--- config.mk ---
export PLATFORM = sky130hd
export DESIGN_NAME = li_charge_seq
export DESIGN_NICKNAME = d
export VERILOG_FILES = /design/src/rtl/lcs_pkg.sv /design/src/rtl/lcs_rst_sync.sv /design/src/rtl/lcs_counter.sv /design/src/rtl/lcs_blink.sv /design/src/rtl/li_charge_seq.sv
export SDC_FILE = /design/constraint.sdc
export NUM_CORES = 1
export LEC_CHECK = 0
export BUFFER_PORTS_ARGS = -buffer_cell sky130_fd_sc_hd__clkbuf_2
export CAP_MARGIN = 20
export CORE_ASPECT_RATIO = 0.6
export CORE_MARGIN = 3
export CORE_UTILIZATION = 30
export CTS_CLUSTER_DIAMETER = 30
export DETAILED_ROUTE_END_ITERATION = 10
export PLACE_DENSITY = 0.44
export SETUP_SLACK_MARGIN = 0.3
export SLEW_MARGIN = 5
export SYNTH_ARGS = -nofsm -noshare
export SYNTH_HDL_FRONTEND = slang
export SYNTH_SLANG_ARGS = --single-unit
--- constraint.sdc ---
create_clock -name clk -period 3.8 [get_ports clk]
set_clock_uncertainty 0.05 [all_clocks]
set_input_delay 0.57 -clock clk [delete_from_list [all_inputs] [get_ports clk]]
set_output_delay 0.57 -clock clk [all_outputs]
set_load 0.005 [all_outputs]
--- src/rtl/lcs_pkg.sv ---
package lcs_pkg;
  typedef enum logic [2:0] {
    ST_IDLE   = 3'd0,
    ST_PRE    = 3'd1,
    ST_FAST   = 3'd2,
    ST_DONE   = 3'd3,
    ST_FLT_HI = 3'd4,
    ST_FLT_LO = 3'd5,
    ST_OVP    = 3'd6,
    ST_HOT    = 3'd7
  } seq_state_t;
endpackage

--- src/rtl/lcs_rst_sync.sv ---
module lcs_rst_sync (
  input  logic clk,
  input  logic rst_n,
  output logic rs_n
);
  logic s1;
  always_ff @(posedge clk or negedge rst_n) begin
    if (!rst_n) begin
      s1   <= 1'b0;
      rs_n <= 1'b0;
    end else begin
      s1   <= 1'b1;
      rs_n <= s1;
    end
  end
endmodule

--- src/rtl/lcs_counter.sv ---
module lcs_counter #(
  parameter int unsigned W = 8
) (
  input  logic         clk,
  input  logic         rs_n,
  input  logic         clr,
  input  logic         inc,
  output logic [W-1:0] q
);
  localparam logic [W-1:0] TOP = {W{1'b1}};
  logic [W-1:0] q_d;

  always_comb begin
    q_d = q;
    if (clr) q_d = '0;
    else if (inc && (q != TOP)) q_d = q + 1'b1;
  end

  always_ff @(posedge clk or negedge rs_n) begin
    if (!rs_n) q <= '0;
    else       q <= q_d;
  end
endmodule

--- src/rtl/lcs_blink.sv ---
module lcs_blink #(
  parameter int unsigned HALF = 4
) (
  input  logic clk,
  input  logic rs_n,
  input  logic clr,
  input  logic tick,
  output logic ph
);
  localparam int unsigned W = (HALF > 1) ? $clog2(HALF) : 1;
  localparam logic [W-1:0] LAST = W'(HALF - 1);
  logic [W-1:0] cnt, cnt_d;
  logic         ph_d;

  always_comb begin
    cnt_d = cnt;
    ph_d  = ph;
    if (clr) begin
      cnt_d = '0;
      ph_d  = 1'b0;
    end else if (tick) begin
      if (cnt == LAST) begin
        cnt_d = '0;
        ph_d  = ~ph;
      end else begin
        cnt_d = cnt + 1'b1;
      end
    end
  end

  always_ff @(posedge clk or negedge rs_n) begin
    if (!rs_n) begin
      cnt <= '0;
      ph  <= 1'b0;
    end else begin
      cnt <= cnt_d;
      ph  <= ph_d;
    end
  end
endmodule

--- src/rtl/li_charge_seq.sv ---
module li_charge_seq
  import lcs_pkg::*;
#(
  parameter int unsigned PRE_TICKS   = 1800000,
  parameter int unsigned FAST_TICKS  = 18000000,
  parameter int unsigned DGL_TICKS   = 25,
  parameter int unsigned OV_TICKS    = 30,
  parameter int unsigned BLINK_TICKS = 500
) (
  input  logic       clk,
  input  logic       rst_n,
  input  logic       tick,
  input  logic       en_hi,
  input  logic       en_lo,
  input  logic       bat_lowv,
  input  logic       bat_rech,
  input  logic       ichg_term,
  input  logic       bat_ov,
  input  logic       tj_hot,
  input  logic       tj_cool,
  input  logic [1:0] tmr_mode,
  output logic       chg_en,
  output logic       sel_fast,
  output logic       fault,
  output logic       flt_cur,
  output logic       stat_drv
);
  localparam int unsigned LA = (PRE_TICKS > FAST_TICKS) ? PRE_TICKS : FAST_TICKS;
  localparam int unsigned LB = (DGL_TICKS > OV_TICKS) ? DGL_TICKS : OV_TICKS;
  localparam int unsigned LM = (LA > LB) ? LA : LB;
  localparam int unsigned CW = $clog2(LM + 1);
  localparam logic [CW-1:0] PRE_LIM  = CW'(PRE_TICKS);
  localparam logic [CW-1:0] FAST_LIM = CW'(FAST_TICKS);
  localparam logic [CW-1:0] DGL_LIM  = CW'(DGL_TICKS);
  localparam logic [CW-1:0] OV_LIM   = CW'(OV_TICKS);

  logic          rs_n;
  seq_state_t    st, nxt, start_st;
  logic          en_q, en_d;
  logic [CW-1:0] dwell, dg, ovc;
  logic          chg, charging, dg_cond, dg_hit, ov_hit, tmo_hit, term_hit;
  logic          timer_on, term_on, blink_ph, blinking;

  lcs_rst_sync u_rs (.clk(clk), .rst_n(rst_n), .rs_n(rs_n));

  assign charging = (st == ST_PRE) || (st == ST_FAST);
  assign blinking = (st == ST_FLT_HI) || (st == ST_FLT_LO) || (st == ST_OVP) || (st == ST_HOT);
  assign timer_on = tmr_mode[1];
  assign term_on  = |tmr_mode;
  assign dg_cond  = (st == ST_PRE) ? ~bat_lowv : ((st == ST_FAST) ? bat_lowv : 1'b0);
  assign dg_hit   = dg_cond && (dg >= DGL_LIM);
  assign ov_hit   = bat_ov && (ovc >= OV_LIM);
  assign tmo_hit  = ((st == ST_PRE) && (dwell >= PRE_LIM)) ||
                    ((st == ST_FAST) && timer_on && (dwell >= FAST_LIM));
  assign term_hit = (st == ST_FAST) && term_on && bat_rech && ichg_term;
  assign start_st = bat_lowv ? ST_PRE : ST_FAST;
  assign chg      = (nxt != st);

  // enable hysteresis
  always_comb begin
    en_d = en_q;
    if (en_hi)      en_d = 1'b1;
    else if (en_lo) en_d = 1'b0;
  end

  always_comb begin
    nxt = st;
    if (!en_q) begin
      nxt = ST_IDLE;
    end else begin
      case (st)
        ST_IDLE: nxt = start_st;
        ST_PRE, ST_FAST: begin
          if (tj_hot)        nxt = ST_HOT;
          else if (ov_hit)   nxt = ST_OVP;
          else if (tmo_hit)  nxt = bat_rech ? ST_FLT_HI : ST_FLT_LO;
          else if (term_hit) nxt = ST_DONE;
          else if (dg_hit)   nxt = (st == ST_PRE) ? ST_FAST : ST_PRE;
        end
        ST_DONE, ST_FLT_HI: if (!bat_rech) nxt = start_st;
        ST_FLT_LO:          if (bat_rech)  nxt = ST_FLT_HI;
        ST_OVP:             if (!bat_ov)   nxt = start_st;
        ST_HOT:             if (tj_cool)   nxt = start_st;
        default:            nxt = ST_IDLE;
      endcase
    end
  end

  always_ff @(posedge clk or negedge rs_n) begin
    if (!rs_n) begin
      st   <= ST_IDLE;
      en_q <= 1'b0;
    end else begin
      st   <= nxt;
      en_q <= en_d;
    end
  end

  lcs_counter #(.W(CW)) u_dwell (
    .clk(clk), .rs_n(rs_n), .clr(chg), .inc(tick), .q(dwell));
  lcs_counter #(.W(CW)) u_dgl (
    .clk(clk), .rs_n(rs_n), .clr(chg || !dg_cond), .inc(tick), .q(dg));
  lcs_counter #(.W(CW)) u_ovc (
    .clk(clk), .rs_n(rs_n), .clr(chg || !bat_ov || !charging), .inc(tick), .q(ovc));
  lcs_blink #(.HALF(BLINK_TICKS)) u_blink (
    .clk(clk), .rs_n(rs_n), .clr(chg), .tick(tick), .ph(blink_ph));

  assign chg_en   = charging;
  assign sel_fast = (st == ST_FAST);
  assign fault    = (st == ST_FLT_HI) || (st == ST_FLT_LO);
  assign flt_cur  = (st == ST_FLT_LO);
  assign stat_drv = charging | (blinking & blink_ph);

  assert_disable_R2: assert property (@(posedge clk) disable iff (!rs_n)
    (en_lo && !en_hi) |-> ##2 !chg_en);

  assert_deglitch_R4: assert property (@(posedge clk) disable iff (!rs_n)
    ($rose(sel_fast) && chg_en && $past(chg_en)) |-> $past(!bat_lowv));

  // a timer fault is only entered from a charging state
  assert_fault_src_R5: assert property (@(posedge clk) disable iff (!rs_n)
    $rose(fault) |-> $past(chg_en));

  assert_thermal_R10: assert property (@(posedge clk) disable iff (!rs_n)
    (tj_hot && chg_en) |=> !chg_en);

  assert_blink_R11: assert property (@(posedge clk) disable iff (!rs_n)
    ((st == $past(st)) && blinking && !$stable(stat_drv)) |-> $past(tick));
endmodule

==> results.py <==
metrics = {
    "clock_network": {
        "cts_tree": "yes",
        "clockBufferDepth": 2,
        "cts_setup_buffers": 0,
        "h-tree-depth": 3,
        "cts_sinks": 91,
        "clk_latency_ns": 0.34,
        "numCtsBuffers": 9,
        "cts-resized-gates": 0,
        "ctsHoldBuffers": 1,
        "cts-root-buf": "clkbuf_16",
        "cts.clk_slew.worst_paths_ns": 0.07,
    },
    "outcome": {
        "status": "finished clean",
    },
    "synth": {
        "synth-edff-count": 0,
        "ys.flop_type": "dfrtp_1",
        "yosysTopAreaCell": "dfrtp_1",
        "ys_top_cells_by_area": "dfrtp_1, nor3_2, xnor2_1",
        "syn_area_um2": 4600,
        "syn_inst": 435,
        "ys_warn_count": 0,
        "synth_cell_types": 58,
        "ys_ff_latch": 91,
        "async_reset_ff_share_pct": 100,
        "yosysSeqAreaShare_pct": 49.5,
        "syn-mean-instance-area_um2": 10.6,
        "synth_top_area_share_pct": 49.5,
    },
    "finish": {
        "finalNetCount": 515,
        "stdcell_count": 698,
        "layout-drive-gt1-share_pct": 17.6,
        "antenna_cells": 0,
        "area_growth_pct": 16.5,
        "fillCellCount": 1455,
        "final_area_um2": 5360,
    },
    "min_path": {
        "hp-start": "u_rs.s1",
        "hold_path_class": "reg -> reg",
    },
    "routing": {
        "final_antenna_net_count": 0,
        "dr.pass1.iters": 5,
        "wl_per_cell_um": 14.8,
        "routed_wl_mm": 10.3,
        "routed-wl-met2_mm": 4.02,
        "top_layer": "met4",
        "dr_total_vias": 3350,
        "drc": 0,
        "initialDrtViolationCount": 257,
        "wl_met3_um": 452,
        "m1WireLength_mm": 5.76,
        "viasPerCell": 4.80,
    },
    "floorplanning": {
        "die_area_um2": 16900,
        "die_y_um": 102,
        "pin_count": 18,
        "num_rows": 34,
        "core_area_um2": 14800,
        "initial_utilization_pct": 31.2,
        "die_w_um": 166,
    },
    "critical_path": {
        "slowest_stage": "dfrtp_1",
        "timing.rr.start": "st[1]",
        "end_kind": "register",
        "cp_slowest_stage_delay_ns": 0.70,
        "path_max_fanout": 19,
        "start_kind": "register",
        "crit_family": "compound AO/OA/AOI/OAI gates",
        "critPathBufInv": 3,
        "path_cells": "inv_1 -> nor3_1 -> o2111ai_1 -> o21a_1 -> and3_1 -> o221ai_4 -> buf_16 -> buf_4 -> nor3_2",
        "criticalPathCategory": "reg -> reg",
        "critPathLaunch": "st[1]",
        "crit_arrival_ns": 3.18,
        "required_ns": 3.97,
    },
    "grt": {
        "grt_antenna_before_repair": 0,
        "grt_pass1_wl_mm": 17.4,
        "grt_max_degree": 62,
        "grt_pass1_vias": 3277,
        "grt_usage_pct": 13.0,
        "overflow": 0,
    },
    "sta": {
        "fmax_mhz": 332,
        "rsz0062_at_grt": "no",
        "slew_violations": 0,
        "fin_hold_ws_ns": 0.312,
        "period_share_pct": 79.2,
        "totalNegativeSetupSlack_ns": 0,
        "setup_viol": 0,
        "relSlewSlack_pct": 48.0,
        "hold_viol": 0,
        "tightestPinTransition_ns": 0.780,
        "period_minus_slack_ns": 3.01,
    },
    "placement": {
        "dp_hpwl_mm": 7.37,
        "place.gp.congestion": 0.817,
        "io_buffers": 17,
        "place_inst": 680,
        "dpl-instance-area_um2": 5010,
    },
    "power": {
        "sw_frac_of_total_pct": 40.5,
        "power_density_nw_per_um2": 578,
        "power_frac_comb_pct": 34.3,
        "switching_power_w": 0.00125,
        "p_clk_share_pct": 29.0,
        "peakVddDrop_mv": 0.543,
        "p_leak_nw": 2.14,
        "finalPower_w": 0.00310,
        "power_frac_seq_pct": 36.6,
        "internal-power_w": 0.00184,
    },
    "job": {
        "maxCapViolations": 0,
    },
}
[layout make-up]
class / count / area [um2] / area share, %
clock buffers: 9 / 225 / 4.20
clock inverters: 7 / 81.3 / 1.52
inverters: 18 / 67.6 / 1.26
multi-input cells: 350 / 2280 / 42.5
flip-flops and latches: 91 / 2280 / 42.6
well taps: 198 / 248 / 4.62
repair buffers: 25 / 180 / 3.36
[kinds of logic after synthesis]
family	after synthesis	synth area share, %
simple gates	200	27.1
buf+inv	33	4.19
mux	1	0.218
xor+xnor	34	6.47
fa+ha+maj	7	1.90
other cells	2	0.163
flops	91	49.5
compound gates	67	10.4
[metrics by stage]
step	utilization [%]	setup WS, ns
2_1_floorplan	-	1.03
3_3_place_gp	34.0	0.386
3_5_place_dp	34.0	0.426
4_1_cts	36.1	0.422
5_1_grt	36.3	0.558
6_report	36.3	0.789
[cell usage after synthesis, types with 9 or more instances]
| cell | n |
|---|---|
| and3_1 | 9 |
| nand4_1 | 16 |
| xnor2_1 | 20 |
| nor4_1 | 20 |
| nor3_1 | 14 |
| dfrtp_1 | 91 |
| nor3_2 | 39 |
| nand3_1 | 12 |
| nand2_1 | 36 |
| nor2_1 | 30 |
| o21ai_0 | 10 |
| a21oi_1 | 19 |
| inv_1 | 17 |
| xor2_1 | 14 |
[state kept, by name, summed over array words and instances (netlist names)]
name and count:
u_blink.ph 1, u_ovc.q 25, u_dgl.q 25, st 3, u_rs.rs_n 1, u_blink.cnt 9
u_dwell.q 25, en_q 1, u_rs.s1 1
[worst paths after layout]
check / to / slack [ns] / cells past startpoint
setup / recovery: u_dwell.q[6] / 0.79 / 9
hold / removal: u_rs.rs_n / 0.31 / 0
setup reg to reg: u_dwell.q[6] / 0.79 / 9
hold reg to reg: u_rs.rs_n / 0.31 / 0
max in group asynchronous: u_dwell.q[6] / 2.44 / 1
min in group asynchronous: u_dgl.q[18] / 0.38 / 0
[cell usage in the layout (no fill, tap or decap), types with 3 or more instances in the layout]
cell	count
dfrtp_1	90
conb_1	41
nor3_2	39
nand2_1	36
nor2_1	30
xnor2_1	20
nor4_1	20
a21oi_1	19
inv_1	17
clkbuf_2	17
nand4_1	16
nor3_1	14
xor2_1	14
nand3_1	12
o21ai_0	10
and3_1	9
clkbuf_16	9
ha_1	7
o211ai_1	6
buf_4	5
nor2b_1	4
nand2b_1	4
o21ai_1	4
and4_1	4
a221oi_1	3
a31oi_1	3
[per-layer routing]
metal  up-vias  track usage (%)
met5         -                0
met4         0             3.32
met3         8             3.32
met2        59             17.4
met1      1632             20.4
li1       1651                -
[power by group through the flow]
stage                     Combinational [W]  Sequential [W]  Clock (W)
after detailed placement           0.000995         0.00115          0
after CTS                           0.00100         0.00113   0.000941
final                               0.00106         0.00113   0.000899
after global placement             0.000988         0.00115          0
after floorplan                    0.000897         0.00109          0
after global routing                0.00117         0.00115   0.000980
Note: power is estimated with default switching activity, not from simulation.
